## src/rtl/csel_pkg.sv

```systemverilog
// Package: shared configuration of the nonlinear carry-select adder.
// Holds the default operand width and the default section list.
// Assumes the list runs from the least significant section upward.
package csel_pkg;
    parameter int unsigned CS_DEF_WIDTH = 64;
    parameter int unsigned CS_DEF_NSEC  = 9;
    typedef int unsigned sec_list_t [CS_DEF_NSEC];
    parameter sec_list_t CS_DEF_SECW = '{4, 4, 5, 6, 7, 8, 9, 10, 11};
endpackage

```

## src/rtl/csel_ripple.sv

```systemverilog
// Module: csel_ripple
// A W-bit ripple-carry adder built from propagate/generate full-adder cells.
// Assumes W >= 1. It is purely combinational.
module csel_ripple #(
    parameter int unsigned W = 4
) (
    input  logic [W-1:0] a,
    input  logic [W-1:0] b,
    input  logic         cin,
    output logic [W-1:0] sum,
    output logic         cout
);
    logic [W-1:0] prop;
    logic [W-1:0] gen;
    logic [W:0]   chain;

    assign chain[0] = cin;

    // One full-adder cell per bit: sum bit and the carry into the next bit.
    for (genvar i = 0; i < W; i++) begin : g_cell
        assign prop[i]     = a[i] ^ b[i];
        assign gen[i]      = a[i] & b[i];
        assign sum[i]      = prop[i] ^ chain[i];
        assign chain[i+1]  = gen[i] | (prop[i] & chain[i]);
    end

    assign cout = chain[W];

    // Check the ripple chain against arithmetic addition.
    always_comb begin
        assert_ripple_sum_R1: assert ({cout, sum} == ({1'b0, a} + {1'b0, b} + {{W{1'b0}}, cin}))
            else $error("ripple cell chain disagrees with arithmetic sum");
    end
endmodule

```

## src/rtl/csel_section.sv

```systemverilog
// Module: csel_section
// One carry-select section. Two ripple adders precompute the results for
// carry-in 0 and carry-in 1. The real incoming carry picks one of them.
// Assumes `cin` arrives later than the local ripples settle.
module csel_section #(
    parameter int unsigned W = 4
) (
    input  logic [W-1:0] a,
    input  logic [W-1:0] b,
    input  logic         cin,
    output logic [W-1:0] sum,
    output logic         cout
);
    logic [W-1:0] sum_c0;
    logic [W-1:0] sum_c1;
    logic         co_c0;
    logic         co_c1;

    csel_ripple #(.W(W)) u_assume0 (
        .a(a), .b(b), .cin(1'b0), .sum(sum_c0), .cout(co_c0)
    );

    csel_ripple #(.W(W)) u_assume1 (
        .a(a), .b(b), .cin(1'b1), .sum(sum_c1), .cout(co_c1)
    );

    // Select the precomputed sum bits and carry-out with the real carry.
    always_comb begin
        if (cin) begin
            sum  = sum_c1;
            cout = co_c1;
        end else begin
            sum  = sum_c0;
            cout = co_c0;
        end
    end

    // Check that the selected section result equals a + b + cin, and that
    // the carry-out is monotonic in the carry-in.
    always_comb begin
        assert_section_sum_R4: assert ({cout, sum} == ({1'b0, a} + {1'b0, b} + {{W{1'b0}}, cin}))
            else $error("section select produced a wrong result");
        assert_carry_monotone_R7: assert (!(co_c0 && !co_c1))
            else $error("carry for assumed 0 set while carry for assumed 1 clear");
    end
endmodule

```

## src/rtl/csel_nl_adder.sv

```systemverilog
// Module: csel_nl_adder (top)
// Combinational nonlinear carry-select adder. Sections of growing width are
// listed in SEC_W from the least significant end. Section 0 is a single ripple
// adder with carry-in 0. Every later section is a csel_section whose select
// is the carry-out of the section below.
// Assumes the entries of SEC_W sum to WIDTH. This is checked at elaboration.
module csel_nl_adder
    import csel_pkg::*;
#(
    parameter int unsigned WIDTH = CS_DEF_WIDTH,
    parameter int unsigned NSEC  = CS_DEF_NSEC,
    parameter int unsigned SEC_W [NSEC] = CS_DEF_SECW
) (
    input  logic [WIDTH-1:0] opa,
    input  logic [WIDTH-1:0] opb,
    output logic [WIDTH-1:0] sum,
    output logic             carry_out
);
    // Lowest bit index of section k.
    function automatic int unsigned sec_lo(input int unsigned k);
        int unsigned acc = 0;
        for (int unsigned j = 0; j < k; j++) acc += SEC_W[j];
        return acc;
    endfunction

    localparam int unsigned TOTAL_W = sec_lo(NSEC);

    if (TOTAL_W != WIDTH) begin : g_bad_list
        $error("section widths do not add up to WIDTH");
    end

    logic [NSEC:0] sec_carry;

    assign sec_carry[0] = 1'b0;

    // Build the section chain; the first section needs only one ripple adder.
    for (genvar k = 0; k < NSEC; k++) begin : g_sec
        localparam int unsigned LO = sec_lo(k);
        localparam int unsigned SW = SEC_W[k];
        if (k == 0) begin : g_head
            csel_ripple #(.W(SW)) u_head (
                .a    (opa[LO +: SW]),
                .b    (opb[LO +: SW]),
                .cin  (1'b0),
                .sum  (sum[LO +: SW]),
                .cout (sec_carry[k+1])
            );
        end else begin : g_body
            csel_section #(.W(SW)) u_sect (
                .a    (opa[LO +: SW]),
                .b    (opb[LO +: SW]),
                .cin  (sec_carry[k]),
                .sum  (sum[LO +: SW]),
                .cout (sec_carry[k+1])
            );
        end
    end

    assign carry_out = sec_carry[NSEC];

    // Whole-adder checks at the ports.
    always_comb begin
        assert_total_sum_R1: assert (sum == opa + opb)
            else $error("sum differs from operand total");
        assert_carry_out_R2: assert ({carry_out, sum} == ({1'b0, opa} + {1'b0, opb}))
            else $error("carry_out differs from bit WIDTH of operand total");
        assert_zero_in_R6: assert (!((opa == '0) && (opb == '0)) || ((sum == '0) && !carry_out))
            else $error("zero operands gave nonzero result");
    end
endmodule

```

## config.mk

```make
export PLATFORM = sky130hd
export DESIGN_NAME = csel_nl_adder
export DESIGN_NICKNAME = d
export VERILOG_FILES = /design/src/rtl/csel_pkg.sv /design/src/rtl/csel_ripple.sv /design/src/rtl/csel_section.sv /design/src/rtl/csel_nl_adder.sv
export SDC_FILE = /design/constraint.sdc
export NUM_CORES = 1
export LEC_CHECK = 0
export BUFFER_PORTS_ARGS = -buffer_cell sky130_fd_sc_hd__buf_2
export CAP_MARGIN = 20
export CORE_MARGIN = 2
export CORE_UTILIZATION = 54
export DETAILED_ROUTE_END_ITERATION = 7
export PLACE_DENSITY = 0.95
export SLEW_MARGIN = 20
export SYNTH_ARGS = -nofsm -noshare
export SYNTH_HDL_FRONTEND = slang
export SYNTH_HIERARCHICAL = 1
export SYNTH_SLANG_ARGS = --single-unit
```

## constraint.sdc

```tcl
create_clock -name vclk -period 29.1
set_input_delay 8.73 -clock vclk [all_inputs]
set_output_delay 8.73 -clock vclk [all_outputs]
set_load 0.05 [all_outputs]
```

== Yosys cells after proc, flatten, opt, wreduce, memory -nomap -nowiden ==
Cells that the tools add are included.

* Register bits: 0
* Input port bits: 128
* Output and inout bits: 65
* Logic and storage cells: 481

* Muxes and demuxes: 16
* Bitwise gates (word level): 465

{| class="wikitable"
|+ Operators by type and width
! operator !! number
|-
| 1-bit AND || 171
|-
| 1-bit XOR || 171
|-
| 1-bit bitwise OR || 115
|-
| 11-bit 2-to-1 mux || 1
|-
| 10-bit 2-to-1 mux || 1
|-
| 9-bit 2-to-1 mux || 1
|-
| 1-bit 2-to-1 mux || 8
|-
| 8-bit 2-to-1 mux || 1
|-
| 1-bit inverter || 8
|-
| 7-bit 2-to-1 mux || 1
|-
| 6-bit 2-to-1 mux || 1
|-
| 5-bit 2-to-1 mux || 1
|-
| 4-bit 2-to-1 mux || 1
|}

== Longest topological paths before layout ==
Gate-level depths: netlist of run 1.

* Depth in word-level cells: 23
* Gate-level depth with buffers: 23
* Mapped depth without buffers: 16

== Modules after synthesis ==
The synthesis of run 1 kept the hierarchy.

{| class="wikitable"
|+ Modules (own cells, without submodules)
! module !! instances !! cells each !! area each (µm²) !! sequential area each (µm²)
|-
| csel_ripple (g_sec[8].g_body.u_sect.u_assume0 ...) || 2 || 21 || 257.7 || 0.0
|-
| csel_ripple (g_sec[7].g_body.u_sect.u_assume0 ...) || 2 || 20 || 237.7 || 0.0
|-
| csel_ripple (g_sec[6].g_body.u_sect.u_assume0 ...) || 2 || 19 || 217.7 || 0.0
|-
| csel_ripple (g_sec[5].g_body.u_sect.u_assume0 ...) || 2 || 18 || 197.7 || 0.0
|-
| csel_ripple (g_sec[4].g_body.u_sect.u_assume0 ...) || 2 || 17 || 177.7 || 0.0
|-
| csel_ripple (g_sec[0].g_head.u_head ...) || 3 || 14 || 117.6 || 0.0
|-
| csel_ripple (g_sec[3].g_body.u_sect.u_assume0 ...) || 2 || 16 || 157.7 || 0.0
|-
| csel_ripple (g_sec[2].g_body.u_sect.u_assume0 ...) || 2 || 15 || 137.6 || 0.0
|-
| csel_section (g_sec[8].g_body.u_sect) || 1 || 15 || 191.4 || 0.0
|-
| csel_section (g_sec[7].g_body.u_sect) || 1 || 14 || 180.2 || 0.0
|-
| csel_section (g_sec[6].g_body.u_sect) || 1 || 13 || 168.9 || 0.0
|-
| csel_section (g_sec[5].g_body.u_sect) || 1 || 12 || 153.9 || 0.0
|-
| csel_section (g_sec[4].g_body.u_sect) || 1 || 11 || 138.9 || 0.0
|-
| csel_section (g_sec[3].g_body.u_sect) || 1 || 10 || 123.9 || 0.0
|-
| +3 rows || - || - || - || -
|}

== Worst setup path before layout of run 1 ==
Ideal clock, no wire load.

* Path type: input-to-output
* Start point: in opa[0]
* End point: out carry_out
* Arrival: 13.639 ns
* Data required time: 20.370 ns
* Slack: 6.731 ns
* Stages on the path: 23
* Path buffers: 7
* Cell sequence: inv_1 -> fa_1 -> inv_1 -> fa_1 -> fa_1 -> inv_1 -> fa_1 -> inv_1 -> mux2_2 -> buf_6 -> mux2_4 -> buf_6 -> mux2_4 -> buf_6 -> mux2_4 -> buf_6 -> mux2_4 -> buf_6 -> mux2_4 -> buf_6 -> mux2_4 -> buf_6 -> mux2_4

* Word-level cells in the longest chain between the ends: 15

{| class="wikitable"
|+ RTL lines
! element !! RTL line !! text
|-
| start, declared || csel_nl_adder.sv:14 || <nowiki>input logic [WIDTH-1:0] opa,</nowiki>
|-
| 1-bit AND || csel_ripple.sv:22 || <nowiki>assign gen[i] = a[i] & b[i];</nowiki>
|-
| 1-bit AND || csel_ripple.sv:24 || <nowiki>assign chain[i+1] = gen[i] | (prop[i] & chain[i]);</nowiki>
|-
| 1-bit bitwise OR || csel_ripple.sv:24 ||
|-
| 1-bit AND || csel_ripple.sv:24 ||
|-
| 1-bit bitwise OR || csel_ripple.sv:24 ||
|-
| 1-bit AND || csel_ripple.sv:24 ||
|-
| 1-bit bitwise OR || csel_ripple.sv:24 ||
|-
| net sec_carry[1] || csel_nl_adder.sv:32 || <nowiki>logic [NSEC:0] sec_carry;</nowiki>
|-
| [1 not listed] || - ||
|-
| net sec_carry[2] || csel_nl_adder.sv:32 ||
|-
| [1 not listed] || - ||
|-
| net sec_carry[3] || csel_nl_adder.sv:32 ||
|-
| [1 not listed] || - ||
|-
| net sec_carry[4] || csel_nl_adder.sv:32 ||
|-
| [1 not listed] || - ||
|-
| net sec_carry[5] || csel_nl_adder.sv:32 ||
|-
| 1-bit 2-to-1 mux || csel_section.sv:29 || <nowiki>if (cin) begin</nowiki>
|-
| net sec_carry[6] || csel_nl_adder.sv:32 ||
|-
| 1-bit 2-to-1 mux || csel_section.sv:29 ||
|-
| net sec_carry[7] || csel_nl_adder.sv:32 ||
|-
| 1-bit 2-to-1 mux || csel_section.sv:29 ||
|-
| net sec_carry[8] || csel_nl_adder.sv:32 ||
|-
| 1-bit 2-to-1 mux || csel_section.sv:29 ||
|-
| end, declared || csel_nl_adder.sv:17 || <nowiki>output logic carry_out</nowiki>
|}

The timed path passes the listed nets, and every way through them passes these cells.

== Worst setup path after layout of run 1 ==
* Start point: in opa[0]
* End point: out sum[58]

* Word-level cells in the longest chain between the ends: 15

{| class="wikitable"
|+ RTL lines
! element !! RTL line !! text
|-
| 1-bit AND || csel_ripple.sv:22 ||
|-
| 1-bit AND || csel_ripple.sv:24 ||
|-
| 1-bit bitwise OR || csel_ripple.sv:24 ||
|-
| 1-bit AND || csel_ripple.sv:24 ||
|-
| 1-bit bitwise OR || csel_ripple.sv:24 ||
|-
| 1-bit AND || csel_ripple.sv:24 ||
|-
| 1-bit bitwise OR || csel_ripple.sv:24 ||
|-
| net sec_carry[1] || csel_nl_adder.sv:32 ||
|-
| [1 not listed] || - ||
|-
| net sec_carry[2] || csel_nl_adder.sv:32 ||
|-
| [1 not listed] || - ||
|-
| net sec_carry[3] || csel_nl_adder.sv:32 ||
|-
| [1 not listed] || - ||
|-
| net sec_carry[4] || csel_nl_adder.sv:32 ||
|-
| [1 not listed] || - ||
|-
| net sec_carry[5] || csel_nl_adder.sv:32 ||
|-
| 1-bit 2-to-1 mux || csel_section.sv:29 ||
|-
| net sec_carry[6] || csel_nl_adder.sv:32 ||
|-
| 1-bit 2-to-1 mux || csel_section.sv:29 ||
|-
| net sec_carry[7] || csel_nl_adder.sv:32 ||
|-
| 1-bit 2-to-1 mux || csel_section.sv:29 ||
|-
| net sec_carry[8] || csel_nl_adder.sv:32 ||
|-
| 11-bit 2-to-1 mux || csel_section.sv:29 ||
|-
| end, declared || csel_nl_adder.sv:16 || <nowiki>output logic [WIDTH-1:0] sum,</nowiki>
|}

The timed path passes the listed nets, and every way through them passes these cells.

==> key figures, run 1 <==
Status
  • Status: complete, no violations

Routing
  • Drt pass-1 iters: 4
  • Via density per instance: 4.579
  • DRC viols: 0
  • DRT iter0 DRCs: 58
  • Total vias in the final route: 3086
  • WL per Instance: 13.85 µm
  • Final WL: 9335 µm
  • Detail Route Antenna Nets: 0

Power and ir drop
  • Pwr Density: 44.37 nW/µm²
  • Pleak: 3.144 nW
  • Power Total: 0.2338 mW
  • Worst VDD drop: 0.02795 mV

Logic synthesis
  • Complex-gate fraction of the synthesized area: 0
  • Top-count cell post-synth: inv_1
  • Yosys warning count: 6
  • Largest family of logic cells by synthesized area: adder cells
  • Area contributors post-synth: fa_1 58%, mux2_4 21%, inv_1 15%
  • Syn Area/Cell: 11.02 µm²
  • Area share of the largest cell type after synthesis: 0.5835
  • Post-Synth Adder-Cell Area: 0.5835
  • Synthesized area: 4254 µm²
  • Synth area leader: fa_1
  • Distinct cell type count after synthesis: 6
  • Synth cell count leaders: 170 x inv_1, 124 x fa_1, 60 x mux2_4
  • Sequential-to-total area share from yosys stat: 0
  • Syn nets: 638
  • Mux share of post-synthesis cell area: 0.2329
  • Xor and xnor area share after synthesis: 0
  • Simple-Gate Fraction of Synth Area: 0
  • Cell count after synthesis: 386

Critical path
  • CP max stage cell: mux2_2
  • Critical Path Start: opa[0]
  • Crit-path cells: buf_2 -> inv_1 -> fa_1 -> inv_1 -> fa_1 -> fa_1 -> inv_1 -> fa_1 -> inv_1 -> mux2_2 -> mux2_4 -> mux2_4 -> mux2_4 -> mux2_4 -> mux2_4 -> mux2_4 -> mux2_4 -> buf_2
  • Top Family by Delay on Critical Path: multiplexers
  • Worst EP arrival: 13750 ps
  • Critical Path RT: 20370 ps
  • Most frequent CP cell: mux2_4
  • Worst-path maximum fanout: 12
  • Worst path max stage delay: 460 ps
  • Worst setup EP type: output pin
  • Worst Path Class, Setup: in -> out
  • WP buf/inv: 6
  • Startpoint class of the critical path: input port

Clocking
  • Postcts setup bufs: 0
  • Post-CTS Resized: 0
  • Hold_buf cts: 0

STA
  • Setup-failing EPs final: 0
  • Min Clock Period, post-route: 22480 ps
  • RSZ-0062 raised after global routing: no
  • Max frequency: 44.48 MHz
  • Max Transition Viols Final: 0
  • Setup TNS: 0 ps
  • Final Hold Vio Count: 0
  • Final worst-path cycle share: 0.7726

Die
  • I/O pins: 193
  • Starting Density: 0.5534
  • Die height: 92.76 µm
  • DIE WIDTH: 92.76 µm
  • FP Rows: 32
  • Core ar.: 7687 µm²
  • DIE AREA: 8603 µm²

GRT
  • Remaining Overflow, GRT: 0
  • Pin count of the biggest net entering global routing: 13
  • Initial antenna violation count: 1
  • Vias in the first global route: 3699
  • First-pass GRT wire length: 15500 µm
  • GRT Total Usage: 0.2265

Finish
  • Clkbuf count: 0
  • Antenna diodes: 0
  • Fin nets: 826
  • Non-Filler Instances: 674
  • Share of cells above drive strength 1: 0.4563
  • Area Growth Syn to Fin: 23.85%
  • Register area: 0 µm²
  • Num sequential: 0

Min path
  • Min-delay src: opb[2]
  • Min-Delay Path Class: in -> out

Run
  • Max-cap violations: 0

Place
  • Placed Cells: 674
  • Placer congestion estimate: 0.8178
  • HPWL Detailed: 9174 µm
  • IO buf count: 193
-- cell families (layout without fill, tap and decap cells) --
kind of cell | count (synthesis) | count (layout)
buffers and inverters | 177 | 363
adder cells (fa/ha/maj) | 124 | 124
multiplexers | 68 | 68
other | 17 | 17
-- tightest hold or removal path, stage by stage --
cell   delay (ps)
buf_2          90
fa_1          140
buf_2         260
-- cells in the final DEF, fill, tap and decap left out --
master,Yosys,layout
mux2_4,60,60
inv_1,170,170
mux2_2,8,8
fa_1,124,124
conb_1,17,17
buf_2,0,193
-- metal layers --
layer,vias to the layer above,global-route usage,share of wire
li1,1389,-,-
met1,1532,0.2233,0.30
met2,129,0.4781,0.60
met3,34,0.03092,0.063
met4,2,0.06495,0.035
met5,-,0,0.0014
-- power breakdown --
part / internal [mW] / total [mW] / leakage, nW / switching [mW]
clock network: 0 / 0 / 0 / 0
logic: 0.0822 / 0.234 / 3.14 / 0.152
registers: 0 / 0 / 0 / 0
total: 0.0822 / 0.234 / 3.14 / 0.152
-- through the flow --
step	instance area [µm²]	setup slack (ps)	hold WS, ps	utilization
floorplan	4254	6731	17830	-
global placement	5269	6704	17960	0.6854
detailed placement	5269	6632	17950	0.6854
CTS	5269	6621	17950	0.6854
global route	5269	6408	17970	0.6854
finish	5269	6616	17950	0.6854
-- worst paths after layout --
kind / to / slack [ps] / depth (start not counted)
hold / removal: sum[2] / 17950 / 3
setup / recovery: sum[58] / 6620 / 18
-- layout make-up --
type	instances	area [µm²]
inverters	170	638.1
fillers	560	2419
repair buffers	193	965.9
multi-input cells	209	3537
well taps	102	127.6
Note: power is estimated with default switching activity, not from simulation.
==> run 2: changes to the inputs <==
--- a/config.mk
+++ b/config.mk
@@ -8,9 +8,9 @@
 export BUFFER_PORTS_ARGS = -buffer_cell sky130_fd_sc_hd__buf_2
 export CAP_MARGIN = 20
 export CORE_MARGIN = 2
-export CORE_UTILIZATION = 54
+export CORE_UTILIZATION = 46
 export DETAILED_ROUTE_END_ITERATION = 7
-export PLACE_DENSITY = 0.95
+export PLACE_DENSITY = 0.94
 export SLEW_MARGIN = 20
 export SYNTH_ARGS = -nofsm -noshare
 export SYNTH_HDL_FRONTEND = slang
==> constraint.sdc (replaced) <==
create_clock -name vclk -period 19.7
set_input_delay 5.91 -clock vclk [all_inputs]
set_output_delay 5.91 -clock vclk [all_outputs]
set_load 0.05 [all_outputs]
==> run 2 against run 1 <==
Net effect:
- die area up 17%
- core utilization shrank 11 points
- first-iteration DRC count decreased by 53%
- sequential share of layout area did not move
- flip-flop and latch count did not move
- cell area rose by 0.21%
- via count increased by 0.94%
==> key figures, run 2 (same netlist as run 1, synthesis figures left out) <==
Status
  • Status: complete, no violations (unchanged)

Finish
  • Design area: 5280 µm² (was 5269 µm²)
  • Commonest non-fill, non-tap cell in the layout: buf_2 (unchanged)
  • Fin nets: 826 (unchanged)
  • Fill cell count: 758 (was 560)
  • Share of cells above drive strength 1: 0.4563 (unchanged)
  • Num sequential: 0 (unchanged)
  • Area Growth Syn to Fin: 24.12% (was 23.85%)
  • Register area: 0 µm² (unchanged)
  • Most frequent cells in the layout: 193 x buf_2, 170 x inv_1, 124 x fa_1 (unchanged)
  • Antenna diodes: 0 (unchanged)
  • Clkbuf count: 0 (unchanged)
  • Non-Filler Instances: 683 (was 674)

Power and ir drop
  • Internal Power: 0.1213 mW (was 0.08219 mW)
  • Worst VDD drop: 0.04864 mV (was 0.02795 mV)
  • Pleak: 3.144 nW (unchanged)
  • Switching pwr: 0.2229 mW (was 0.1516 mW)
  • Clock share of power: 0 (about the same)
  • Pwr Density: 65.18 nW/µm² (was 44.37 nW/µm²)
  • Switching Share: 0.6477 (was 0.6484)
  • Comb pwr share: 1.000 (about the same)
  • Sequential fraction of design power: 0 (about the same)

Clocking
  • Postcts setup bufs: 0 (unchanged)
  • Hold_buf cts: 0 (unchanged)
  • Post-CTS Resized: 0 (unchanged)

GRT
  • First-pass GRT wire length: 15300 µm (was 15500 µm)
  • GRT Total Usage: 0.1909 (was 0.2265)
  • Vias in the first global route: 3659 (was 3699)
  • Initial antenna violation count: 0 (was 1)
  • Pin count of the biggest net entering global routing: 13 (unchanged)
  • Remaining Overflow, GRT: 0 (unchanged)

Routing
  • Final WL: 9245 µm (was 9335 µm)
  • WL per Instance: 13.54 µm (was 13.85 µm)
  • Drt pass-1 iters: 4 (unchanged)
  • DRC viols: 0 (unchanged)
  • Total vias in the final route: 3115 (was 3086)
  • Detail Route Antenna Nets: 0 (unchanged)
  • Via density per instance: 4.561 (was 4.579)
  • DRT iter0 DRCs: 27 (was 58)

STA
  • RSZ-0062 raised after global routing: no (unchanged)
  • Final Hold Vio Count: 0 (unchanged)
  • Setup TNS: 0 ps (unchanged)
  • Min Clock Period, post-route: 16900 ps
  • Setup-failing EPs final: 0 (unchanged)
  • WHS: 12330 ps (was 17950 ps)
  • Max frequency: 59.17 MHz
  • Final worst-path cycle share: 0.8580
  • Max Transition Viols Final: 0 (unchanged)

Die
  • Starting Density: 0.4670 (was 0.5534)
  • DIE WIDTH: 100.2 µm (was 92.76 µm)
  • Die height: 100.2 µm (was 92.76 µm)
  • FP Rows: 35 (was 32)
  • Core ar.: 9109 µm² (was 7687 µm²)
  • I/O pins: 193 (unchanged)
  • DIE AREA: 10030 µm² (was 8603 µm²)

Place
  • Placed inst area: 5280 µm² (was 5269 µm²)
  • HPWL Detailed: 9084 µm (was 9174 µm)
  • IO buf count: 193 (unchanged)
  • Placed Cells: 683 (was 674)
  • Placer congestion estimate: 0.8216 (was 0.8178)

Critical path
  • Worst EP arrival: 10990 ps (was 13750 ps)
  • Worst Path Class, Setup: in -> out (unchanged)
  • Startpoint class of the critical path: input port (unchanged)
  • Critical Path Start: opa[0] (unchanged)
  • CP Capture Point: sum[57] (was sum[58])
  • Worst setup EP type: output pin (unchanged)
  • Critical Path RT: 13790 ps (was 20370 ps)
  • Worst-path maximum fanout: 12 (unchanged)

Run
  • Max-cap violations: 0 (unchanged)

Min path
  • Min-Delay Path Class: in -> out (unchanged)
## run 2: cell counts in the layout (fill, tap and decap cells not counted)
No cell type changed its count.
## run 2: metrics by stage
stage          total power, mW  setup WS [ps]    util
2_1_floorplan           0.2734           2971       -
3_3_place_gp            0.3341           2921  0.5797
3_5_place_dp            0.3473           2796  0.5797
4_1_cts                 0.3481           2793  0.5797
5_1_grt                 0.3698           2602  0.5797
6_report                0.3441           2798  0.5797
## run 2: worst min-delay path by stage
stage / startpoint / endpoint / slack [ps] / depth (start not counted)
floorplan: opb[10] / sum[10] / 12190 / 2
CTS: opb[1] / sum[1] / 12330 / 3
global placement: opb[1] / sum[1] / 12310 / 3
global route: opb[2] / sum[2] / 12340 / 3
finish: opb[1] / sum[1] / 12330 / 3
detailed placement: opb[1] / sum[1] / 12330 / 3
## run 2: area by class of cell
cell class / count / area [µm²] / share of cell area
repair buffers: 193 / 965.9 / 0.1829
well taps: 111 / 138.9 / 0.02630
inverters: 170 / 638.1 / 0.1209
multi-input cells: 209 / 3537 / 0.6699
## run 2: per-layer routing
metal,up-vias,global-route usage,part of all wire
li1,1388,-,-
met1,1555,0.1782,0.31
met2,146,0.4109,0.59
met3,26,0.03343,0.070
met4,0,0.04847,0.029
met5,-,0,0
## run 2: power groups by stage
stage	Combinational, mW	Clock, mW	Sequential [mW]
2_1_floorplan	0.273	0	0
3_3_place_gp	0.334	0	0
3_5_place_dp	0.347	0	0
4_1_cts	0.348	0	0
5_1_grt	0.370	0	0
6_report	0.344	0	0
## run 2: critical path, cell delays in order
cell    delay [ps]
buf_2           80
inv_1           50
fa_1           410
inv_1           80
fa_1           180
fa_1           170
inv_1           50
fa_1           350
inv_1          170
mux2_2         460
mux2_4         400
mux2_4         400
mux2_4         420
mux2_4         420
mux2_4         430
mux2_4         440
mux2_4         330
buf_2          210
==> run 3: changes to the inputs <==
--- a/config.mk
+++ b/config.mk
@@ -6,7 +6,7 @@
 export NUM_CORES = 1
 export LEC_CHECK = 0
 export BUFFER_PORTS_ARGS = -buffer_cell sky130_fd_sc_hd__buf_2
-export CAP_MARGIN = 20
+export CORE_ASPECT_RATIO = 0.5
 export CORE_MARGIN = 2
 export CORE_UTILIZATION = 46
 export DETAILED_ROUTE_END_ITERATION = 7
==> run 3 against run 2 <==
Net effect:
- the flow now finishes with violations (DRC)
- global-route usage fell by 0.93 points
- critical path depth did not move
- cell count rose by 0.88%
- cell area rose by 0.14%
- power rose by 0.11%
- flip-flop and latch count did not move
- wire length fell by 1.2%
- sequential share of layout area did not move
- fmax barely moved
- highest routed layer unchanged
- first-iteration DRC count rose by 110%
==> key figures, run 3 (same netlist as run 1, synthesis figures left out) <==
STA
  • RSZ-0062 raised after global routing: no (unchanged)
  • WHS: 12310 ps (was 12330 ps)
  • Final worst-path cycle share: 0.8587 (was 0.8580)
  • Final Hold Vio Count: 0 (unchanged)
  • Worst setup margin: 2783 ps (was 2798 ps)
  • Max Transition Viols Final: 0 (unchanged)
  • Max frequency: 59.11 MHz (was 59.17 MHz)
  • Min Clock Period, post-route: 16920 ps (was 16900 ps)
  • Setup-failing EPs final: 0 (unchanged)
  • Setup TNS: 0 ps (unchanged)

Die
  • Starting Density: 0.4802 (was 0.4670)
  • I/O pins: 193 (unchanged)
  • Die height: 72 µm (was 100.2 µm)
  • DIE AREA: 10080 µm² (was 10030 µm²)
  • Core ar.: 8859 µm² (was 9109 µm²)
  • DIE WIDTH: 140 µm (was 100.2 µm)
  • FP Rows: 24 (was 35)

Status
  • Failing checks: DRC
  • Status: complete, but fails checks (was complete, no violations)

Place
  • Placer congestion estimate: 0.8284 (was 0.8216)
  • Place WS: 2781 ps (was 2796 ps)
  • IO buf count: 193 (unchanged)
  • Placed inst area: 5288 µm² (was 5280 µm²)
  • HPWL Detailed: 8915 µm (was 9084 µm)

Finish
  • Register area: 0 µm² (unchanged)
  • Antenna diodes: 0 (unchanged)
  • Most frequent cells in the layout: 193 x buf_2, 170 x inv_1, 124 x fa_1 (unchanged)
  • Clkbuf count: 0 (unchanged)
  • Design area: 5288 µm² (was 5280 µm²)
  • Commonest non-fill, non-tap cell in the layout: buf_2 (unchanged)
  • Num sequential: 0 (unchanged)
  • Fill cell count: 729 (was 758)
  • Area of the multi-input gates: 3537 µm² (unchanged)
  • Share of cells above drive strength 1: 0.4563 (unchanged)
  • Area Growth Syn to Fin: 24.29% (was 24.12%)
  • Util after Layout: 0.5969 (was 0.5797)
  • Fin nets: 826 (unchanged)

Min path
  • Hold EP: sum[2] (was sum[1])
  • Min-delay src: opb[2] (was opb[1])
  • Hold Path Depth: 3 (unchanged)
  • Min-Delay Path Class: in -> out (unchanged)

GRT
  • Remaining Overflow, GRT: 0 (unchanged)
  • Initial antenna violation count: 0 (unchanged)
  • Vias in the first global route: 3511 (was 3659)
  • First-pass GRT wire length: 14840 µm (was 15300 µm)
  • Pin count of the biggest net entering global routing: 13 (unchanged)
  • GRT Total Usage: 0.1817 (was 0.1909)

Routing
  • WL per Instance: 13.26 µm (was 13.54 µm)
  • Via density per instance: 4.419 (was 4.561)
  • Total vias in the final route: 3045 (was 3115)
  • DRT iter0 DRCs: 56 (was 27)
  • DRC viols: 10 (was 0)
  • Detail Route Antenna Nets: 0 (unchanged)
  • Final WL: 9137 µm (was 9245 µm)
  • Drt pass-1 iters: 8 (was 4)

Power and ir drop
  • Pwr Density: 65.15 nW/µm² (was 65.18 nW/µm²)
  • Worst VDD drop: 0.04767 mV (was 0.04864 mV)
  • Pleak: 3.144 nW (unchanged)

Critical path
  • Worst path max stage delay: 470 ps (was 460 ps)
  • Startpoint class of the critical path: input port (unchanged)
  • Worst setup EP type: output pin (unchanged)
  • Crit-path cells: buf_2 -> inv_1 -> fa_1 -> inv_1 -> fa_1 -> fa_1 -> inv_1 -> fa_1 -> inv_1 -> mux2_2 -> mux2_4 -> mux2_4 -> mux2_4 -> mux2_4 -> mux2_4 -> mux2_4 -> mux2_4 -> buf_2 (unchanged)
  • CP max stage cell: mux2_2 (unchanged)
  • Worst-path maximum fanout: 12 (unchanged)
  • Most frequent CP cell: mux2_4 (unchanged)
  • Worst Path Class, Setup: in -> out (unchanged)
  • Critical Path RT: 13790 ps (about the same)
  • Worst EP arrival: 11010 ps (was 10990 ps)

Run
  • Max-cap violations: 0 (unchanged)

Clocking
  • Postcts setup bufs: 0 (unchanged)
  • Post-CTS Resized: 0 (unchanged)
  • Hold_buf cts: 0 (unchanged)
run 3: how the worst max path moves through the flow:
| stage | from | endpoint | slack (ps) | cells past startpoint |
|---|---|---|---|---|
| finish | opa[0] | sum[60] | 2780 | 18 |
| global route | opa[0] | sum[60] | 2610 | 18 |
| CTS | opa[0] | sum[60] | 2770 | 18 |
| detailed placement | opa[0] | sum[56] | 2780 | 18 |
| global placement | opa[0] | sum[53] | 2880 | 18 |
| floorplan | opa[0] | carry_out | 2970 | 23 |
run 3: worst max-delay path: cells and delay by family:
| family | cells | cell delay (ps) |
|---|---|---|
| buffers and inverters | 6 | 640 |
| muxes | 8 | 3330 |
| adders and majority gates | 4 | 1090 |
run 3: layout make-up:
| type | instances | area share |
|---|---|---|
| Inverter | 170 | 0.1207 |
| Tap cell | 117 | 0.02769 |
| Timing Repair Buffer | 193 | 0.1827 |
| Multi-Input combinational cell | 209 | 0.6690 |
run 3: per-layer routing:
metal  global-route usage  share of wire  vias up
met2               0.4132           0.61      100
li1                     -              -     1387
met1               0.1790           0.32     1538
met5                    0              0        -
met3              0.01584          0.053       20
met4              0.03816          0.023        0
run 3: power breakdown:
part	total [mW]	switching, mW	leakage (nW)	internal, mW
clock	0	0	0	0
combinational	0.344	0.223	3.14	0.121
sequential	0	0	0	0
run 3: metrics by stage:
step	instances	total power [mW]
finish	689	0.3445
global placement	689	0.3343
global route	689	0.3682
floorplan	386	0.2734
CTS	689	0.3480
detailed placement	689	0.3472
